[config.mk]
export PLATFORM = sky130hd
export DESIGN_NAME = cordic_nco_mixer
export DESIGN_NICKNAME = d
export VERILOG_FILES = /design/src/rtl/cnm_pkg.sv /design/src/rtl/cnm_phase_acc.sv /design/src/rtl/cnm_cordic.sv /design/src/rtl/cnm_mix_rs.sv /design/src/rtl/cordic_nco_mixer.sv
export SDC_FILE = /design/constraint.sdc
export NUM_CORES = 2
export LEC_CHECK = 0
export CORE_ASPECT_RATIO = 0.8
export CORE_MARGIN = 2
export CORE_UTILIZATION = 40
export CTS_BUF_LIST = sky130_fd_sc_hd__clkbuf_4 sky130_fd_sc_hd__clkbuf_8 sky130_fd_sc_hd__clkbuf_16
export DETAILED_ROUTE_END_ITERATION = 12
export PLACE_DENSITY = 0.56
export SYNTH_ARGS = -nofsm -noshare
export SYNTH_HDL_FRONTEND = slang
export SYNTH_SLANG_ARGS = --single-unit
[constraint.sdc]
create_clock -name clk -period 10.8 [get_ports clk]
set_input_delay 2.16 -clock clk [delete_from_list [all_inputs] [get_ports clk]]
set_output_delay 2.16 -clock clk [all_outputs]
set_load 0.02 [all_outputs]
[src/rtl/cnm_pkg.sv]
package cnm_pkg;

  typedef enum logic [1:0] {QUAD_0, QUAD_90, QUAD_180, QUAD_270} quad_t;

  // Arctangent of 2^-i, in units where a full turn equals 2^ang_w.
  function automatic int atan_step(input int i, input int ang_w);
    real a;
    a = $atan(1.0 / (2.0 ** i));
    return int'(a * (2.0 ** ang_w) / (2.0 * 3.141592653589793));
  endfunction

  // Reciprocal of the CORDIC growth after iters steps, scaled by 2^frac.
  function automatic int gain_seed(input int iters, input int frac);
    real k;
    k = 1.0;
    for (int i = 0; i < iters; i++) k = k / $sqrt(1.0 + 1.0 / (2.0 ** (2 * i)));
    return int'(k * (2.0 ** frac));
  endfunction

endpackage

[src/rtl/cnm_phase_acc.sv]
module cnm_phase_acc #(
  parameter int PACC_W = 28
) (
  input  logic              clk,
  input  logic              rst,
  input  logic              in_valid,
  input  logic              tune_load,
  input  logic [PACC_W-1:0] tune_word,
  output logic [PACC_W-1:0] phase_o
);

  logic [PACC_W-1:0] step_q;
  logic [PACC_W-1:0] acc_q;

  always_ff @(posedge clk) begin
    if (rst) begin
      step_q <= '0;
      acc_q  <= '0;
    end else begin
      if (in_valid)  acc_q  <= acc_q + step_q;
      if (tune_load) step_q <= tune_word;
    end
  end

  assign phase_o = acc_q;

endmodule

[src/rtl/cnm_cordic.sv]
module cnm_cordic import cnm_pkg::*; #(
  parameter int ANG_W  = 20,
  parameter int CW     = 22,
  parameter int CFRAC  = 19,
  parameter int ITER   = 16,
  parameter int SAMP_W = 14
) (
  input  logic                     clk,
  input  logic                     rst,
  input  logic                     in_valid,
  input  logic [ANG_W-1:0]         angle,
  input  logic signed [SAMP_W-1:0] in_sample,
  output logic                     out_valid,
  output logic signed [CW-1:0]     cos_o,
  output logic signed [CW-1:0]     sin_o,
  output logic signed [SAMP_W-1:0] sample_o
);

  localparam int RES_W = ANG_W - 2;
  localparam logic signed [CW-1:0] KSEED = CW'(gain_seed(ITER, CFRAC));

  logic signed [CW-1:0]     xs [0:ITER];
  logic signed [CW-1:0]     ys [0:ITER];
  logic signed [ANG_W-1:0]  zs [0:ITER];
  logic signed [SAMP_W-1:0] ss [0:ITER];
  logic                     vs [0:ITER];

  // Quadrant pre-rotation: the seed vector already points at the quadrant.
  quad_t quad;
  logic signed [CW-1:0] seed_x, seed_y;
  assign quad = quad_t'(angle[ANG_W-1 -: 2]);

  always_comb begin
    case (quad)
      QUAD_0:   begin seed_x = KSEED; seed_y = '0;     end
      QUAD_90:  begin seed_x = '0;    seed_y = KSEED;  end
      QUAD_180: begin seed_x = -KSEED; seed_y = '0;    end
      default:  begin seed_x = '0;    seed_y = -KSEED; end
    endcase
  end

  logic signed [CW-1:0]     x0_q, y0_q;
  logic signed [ANG_W-1:0]  z0_q;
  logic signed [SAMP_W-1:0] s0_q;
  logic                     v0_q;

  always_ff @(posedge clk) begin
    if (rst) v0_q <= 1'b0;
    else     v0_q <= in_valid;
  end

  always_ff @(posedge clk) begin
    x0_q <= seed_x;
    y0_q <= seed_y;
    z0_q <= {2'b00, angle[RES_W-1:0]};
    s0_q <= in_sample;
  end

  assign xs[0] = x0_q;
  assign ys[0] = y0_q;
  assign zs[0] = z0_q;
  assign ss[0] = s0_q;
  assign vs[0] = v0_q;

  for (genvar g = 0; g < ITER; g++) begin : g_rot
    localparam logic signed [ANG_W-1:0] ASTEP = ANG_W'(atan_step(g, ANG_W));
    logic signed [CW-1:0]     xq, yq;
    logic signed [ANG_W-1:0]  zq;
    logic signed [SAMP_W-1:0] sq;
    logic                     vq;

    always_ff @(posedge clk) begin
      if (rst) vq <= 1'b0;
      else     vq <= vs[g];
    end

    always_ff @(posedge clk) begin
      if (zs[g][ANG_W-1] == 1'b0) begin
        xq <= xs[g] - (ys[g] >>> g);
        yq <= ys[g] + (xs[g] >>> g);
        zq <= zs[g] - ASTEP;
      end else begin
        xq <= xs[g] + (ys[g] >>> g);
        yq <= ys[g] - (xs[g] >>> g);
        zq <= zs[g] + ASTEP;
      end
      sq <= ss[g];
    end

    assign xs[g+1] = xq;
    assign ys[g+1] = yq;
    assign zs[g+1] = zq;
    assign ss[g+1] = sq;
    assign vs[g+1] = vq;
  end

  logic unused_z;
  assign unused_z = ^zs[ITER];

  assign cos_o     = xs[ITER];
  assign sin_o     = ys[ITER];
  assign sample_o  = ss[ITER];
  assign out_valid = vs[ITER];

endmodule

[src/rtl/cnm_mix_rs.sv]
module cnm_mix_rs #(
  parameter int SAMP_W = 14,
  parameter int CW     = 22,
  parameter int OUT_W  = 16,
  parameter int SHIFT  = 17,
  parameter int LANES  = 2
) (
  input  logic                     clk,
  input  logic                     rst,
  input  logic                     in_valid,
  input  logic signed [SAMP_W-1:0] sample,
  input  logic signed [CW-1:0]     coef [LANES],
  output logic                     out_valid,
  output logic signed [OUT_W-1:0]  result [LANES]
);

  localparam int PW = SAMP_W + CW;
  localparam logic signed [PW:0] MAXV = (PW+1)'((2 ** (OUT_W-1)) - 1);
  localparam logic signed [PW:0] MINV = -MAXV - 1;
  localparam logic signed [PW:0] HALF = (PW+1)'(2 ** (SHIFT-1));

  logic mid_v;

  always_ff @(posedge clk) begin
    if (rst) begin
      mid_v     <= 1'b0;
      out_valid <= 1'b0;
    end else begin
      mid_v     <= in_valid;
      out_valid <= mid_v;
    end
  end

  for (genvar l = 0; l < LANES; l++) begin : g_lane
    logic signed [PW-1:0]    prod_q;
    logic signed [PW:0]      rnd, shf;
    logic signed [OUT_W-1:0] sat;

    always_ff @(posedge clk) begin
      prod_q <= PW'(sample) * PW'(coef[l]);
    end

    always_comb begin
      rnd = {prod_q[PW-1], prod_q} + HALF;
      shf = rnd >>> SHIFT;
      if (shf > MAXV)      sat = MAXV[OUT_W-1:0];
      else if (shf < MINV) sat = MINV[OUT_W-1:0];
      else                 sat = shf[OUT_W-1:0];
    end

    always_ff @(posedge clk) begin
      if (rst)        result[l] <= '0;
      else if (mid_v) result[l] <= sat;
    end
  end

endmodule

[src/rtl/cordic_nco_mixer.sv]
module cordic_nco_mixer #(
  parameter int SAMP_W = 14,
  parameter int OUT_W  = 16,
  parameter int PACC_W = 28,
  parameter int ANG_W  = 20,
  parameter int CW     = 22,
  parameter int CFRAC  = 19,
  parameter int ITER   = 16
) (
  input  logic                     clk,
  input  logic                     rst,
  input  logic                     in_valid,
  input  logic signed [SAMP_W-1:0] in_sample,
  input  logic                     tune_load,
  input  logic [PACC_W-1:0]        tune_word,
  output logic                     out_valid,
  output logic signed [OUT_W-1:0]  out_i,
  output logic signed [OUT_W-1:0]  out_q
);

  localparam int SHIFT   = CFRAC - (OUT_W - SAMP_W);
  localparam int LATENCY = ITER + 2;

  logic [PACC_W-1:0]        phase;
  logic                     rot_v;
  logic signed [CW-1:0]     rot_cos, rot_sin;
  logic signed [SAMP_W-1:0] rot_samp;
  logic signed [CW-1:0]     coefs [2];
  logic signed [OUT_W-1:0]  res [2];

  cnm_phase_acc #(.PACC_W(PACC_W)) u_acc (
    .clk       (clk),
    .rst       (rst),
    .in_valid  (in_valid),
    .tune_load (tune_load),
    .tune_word (tune_word),
    .phase_o   (phase)
  );

  cnm_cordic #(
    .ANG_W(ANG_W), .CW(CW), .CFRAC(CFRAC), .ITER(ITER), .SAMP_W(SAMP_W)
  ) u_rot (
    .clk       (clk),
    .rst       (rst),
    .in_valid  (in_valid),
    .angle     (phase[PACC_W-1 -: ANG_W]),
    .in_sample (in_sample),
    .out_valid (rot_v),
    .cos_o     (rot_cos),
    .sin_o     (rot_sin),
    .sample_o  (rot_samp)
  );

  assign coefs[0] = rot_cos;
  assign coefs[1] = rot_sin;

  cnm_mix_rs #(
    .SAMP_W(SAMP_W), .CW(CW), .OUT_W(OUT_W), .SHIFT(SHIFT), .LANES(2)
  ) u_mix (
    .clk       (clk),
    .rst       (rst),
    .in_valid  (rot_v),
    .sample    (rot_samp),
    .coef      (coefs),
    .out_valid (out_valid),
    .result    (res)
  );

  assign out_i = res[0];
  assign out_q = res[1];

endmodule

==> run_results.csv <==
group,metric,value,unit
die,die_y,447,um
global_route,antenna_found_initial,1,
die,coreArea,244000,um^2
placed_design,port_buffers,78,
clocking,tritoncts,"yes",
clocking,hold_buffers,0,
critical_path,worst-path-max-fanout,18,
die,io_pins,79,
global_route,grtUsageMet1,0.272,
logic_synthesis,synth_edf_count,0,
logic_synthesis,synthCells,10800,
layout,nNetsFinal,12600,
global_route,top_usage_layer,"met2",
critical_path,crit_chain,"clkinv_1, buf_4, nor2_1, fa_1, fa_1, fa_1, fa_1, fa_1, inv_1, fa_1, inv_1, ha_1, a21oi_1, o21ai_0, a211o_1, o211ai_1, a31oi_1, o31ai_1, a211oi_1, nor2_1, nand2_1, a21oi_1, xnor2_1",
logic_synthesis,synthArstFlopShare,0,
detailed_routing,wl_per_cell,16.6,um
global_route,globalRouteMet2Util,0.300,
critical_path,worstPathRequired,11.52,ns
die,placement_rows,162,
critical_path,cpMostUsedCell,"fa_1",
global_route,grt_pass1_vias,72900,
detailed_routing,drc,0,
clocking,clk_latency,0.85,ns
logic_synthesis,ys_warn_count,0,
critical_path,crit_arrival,8.14,ns
sta,max_freq,0.135,GHz
detailed_routing,num_vias,73200,
sta,period_needed,7.41,ns
logic_synthesis,syn_area,98300,um^2
global_route,grt_max_degree,73,
layout,drive_above_1_share,0.0415,
sta,hold_viol,0,
sta,tightestPinTransition,1.21,ns
sta,final.period_utilization,0.686,
sta,finalClockSkew,0.0673,ns
logic_synthesis,synthFlopType,"dfxtp_1",
clocking,cts_resized,0,
die,die-area,250000,um^2
die,initial_core_util,0.403,
clocking,clkTransAtPathRegs,0.06,ns
logic_synthesis,syn_nets,12600,
flow_run,maxCapViolCount,0,
clocking,ctsRootBufferMaster,"clkbuf_16",
placed_design,gp_congestion,0.864,
clocking,htreeDepth,4,
global_route,track_usage,0.188,
detailed_routing,viasPerCell,5.14,
critical_path,criticalPathCategory,"flop to flop",
global_route,grt_pass1_wl,384000,um
detailed_routing,dr.pass1.iters,6,
critical_path,critPathBufInv,4,
min_path,min_path_type,"flop to flop",
logic_synthesis,yosys.cell_types.count,93,
clocking,clk_path_buf_depth,4,
clocking,cts.sinks,1389,
status,outcome,"finished clean",
global_route,met3_usage,0.0248,
clocking,cts_inserted_buffers,159,
sta,tns,0,ns
global_route,gr-total-overflow,0,
die,die_x,558,um
detailed_routing,drtIter0Drc,4445,
critical_path,slowest_stage,"dfxtp_1",
critical_path,slowest_delay,0.74,ns
sta,rsz0062_at_grt,"no",
logic_synthesis,synth.avg_cell_area,9.12,um^2
detailed_routing,detail-route-antenna-nets,0,
layout,area_growth,9.84,%
critical_path,start_kind,"flop",
placed_design,hpwl,188000,um
sta,finalSetupViolCount,0,
critical_path,critical-path-top-delay-family,"adder cells",
logic_synthesis,yosysSeqAreaShare,0.283,
detailed_routing,drt-total-wl,236000,um
logic_synthesis,ys_ff_latch,1389,
critical_path,critPathCaptureType,"flop",
sta,relSlewSlack,0.196,
sta,maxSlewViolCount,0,
clocking,post_cts_buffers,0,
## worst reg2reg max path, delay by kind of cell (launching register included)
| family | cells | cell delay (ns) |
|---|---|---|
| AO/OA/AOI/OAI | 8 | 1.88 |
| XOR/XNOR | 1 | 0.14 |
| adder cells (fa/ha/maj) | 7 | 3.47 |
| buffers and inverters | 4 | 0.59 |
| flip-flops | 1 | 0.74 |
| AND/OR/NAND/NOR | 3 | 0.52 |
## cells in the mapped netlist (144+ instances only)
master    instances  share of area
nand3_1         149         0.0076
nor2b_1         144         0.0092
dfxtp_1        1389           0.28
nand2_1         666          0.025
clkbuf_1        200         0.0076
nor3_1          286          0.015
a21o_1          240          0.018
ha_1           1103           0.14
fa_1            628           0.13
a21oi_1         747          0.038
and2_1          294          0.019
xnor2_1         820          0.073
nor2_1          928          0.035
inv_1          1035          0.040
xor2_1          358          0.032
o21ai_0         368          0.019
## per-stage QoR
stage	hold slack, ns	instance area [um^2]	std cells	util	setup slack [ns]
2_1_floorplan	0.310	98300	10800	-	4.46
3_3_place_gp	0.310	103000	13900	0.420	3.47
3_5_place_dp	0.312	103000	13900	0.420	3.48
4_1_cts	0.299	108000	14200	0.442	3.40
5_1_grt	0.303	108000	14200	0.442	2.77
6_report	0.300	108000	14200	0.442	3.39
## flip-flops by register name (all words and copies together), names as in the netlist
register             count
u_acc.step_q            28
u_rot.g_rot.sq         210
u_rot.s0_q              14
u_rot.g_rot.vq          15
u_rot.cos_o             22
u_acc.phase_o           28
u_rot.g_rot.zq         277
u_rot.y0_q               3
u_mix.result            32
u_mix.mid_v              1
u_rot.z0_q              18
u_mix.out_valid          1
u_rot.x0_q               3
u_rot.g_rot.xq         330
u_rot.out_valid          1
u_rot.sin_o             22
u_rot.v0_q               1
u_mix.g_lane.prod_q     40
u_rot.sample_o          14
u_rot.g_rot.yq         329
## area by class of cell
class / instances / area [um^2]
fillers: 23600 / 136000
multi-input cells: 8126 / 65700
flip-flops and latches: 1389 / 27800
clock buffers: 205 / 4560
well taps: 3280 / 4100
inverters: 1038 / 3900
repair buffers: 114 / 1040
clock inverters: 76 / 796
diodes: 3 / 7.51
## path summary, 6_finish.rpt
kind	from	to	slack [ns]	depth (start not counted)
setup / recovery	u_rot.sample_o[13]	u_mix.g_lane[1].prod_q[35]	3.39	23
hold / removal	u_rot.g_rot[3].sq[0]	u_rot.g_rot[4].sq[0]	0.30	0
setup reg to reg	u_rot.sample_o[13]	u_mix.g_lane[1].prod_q[35]	3.39	23
hold reg to reg	u_rot.g_rot[3].sq[0]	u_rot.g_rot[4].sq[0]	0.30	0
## cell usage in the layout, fill, tap and decap left out, drive strengths merged, types with 71 or more instances in the layout
master and n:
xnor2 820, nor2b 145, o21a 137, fa 628, clkbuf 205, o21ai 392
nand2b 137, a21oi 757, nor3 287, nand3 149, nand2 667, and2 294
nor2 928, inv 1049, a31oi 73, ha 1103, dfxtp 1389, xor2 358
clkdlybuf4s50 75, mux2i 101, o21bai 121, a21o 240, a211oi 71
## kinds of logic after synthesis
logic type | after synthesis | share of synthesized area
buffers and inverters | 1261 | 0.0482
AO/OA/AOI/OAI | 2168 | 0.140
AND/OR/NAND/NOR | 2906 | 0.140
flip-flops | 1389 | 0.283
multiplexers | 143 | 0.0151
adder cells (fa/ha/maj) | 1731 | 0.268
XOR/XNOR | 1178 | 0.105
## per-layer routing
layer / share of wire / up-vias
li1: - / 36500
met1: 0.50 / 35100
met2: 0.44 / 1337
met3: 0.045 / 241
met4: 0.017 / 0
met5: 0 / -
Power is left out: the tool's default activity adds up to more than one toggle a clock period on the data nets, which glitch-free logic cannot reach.
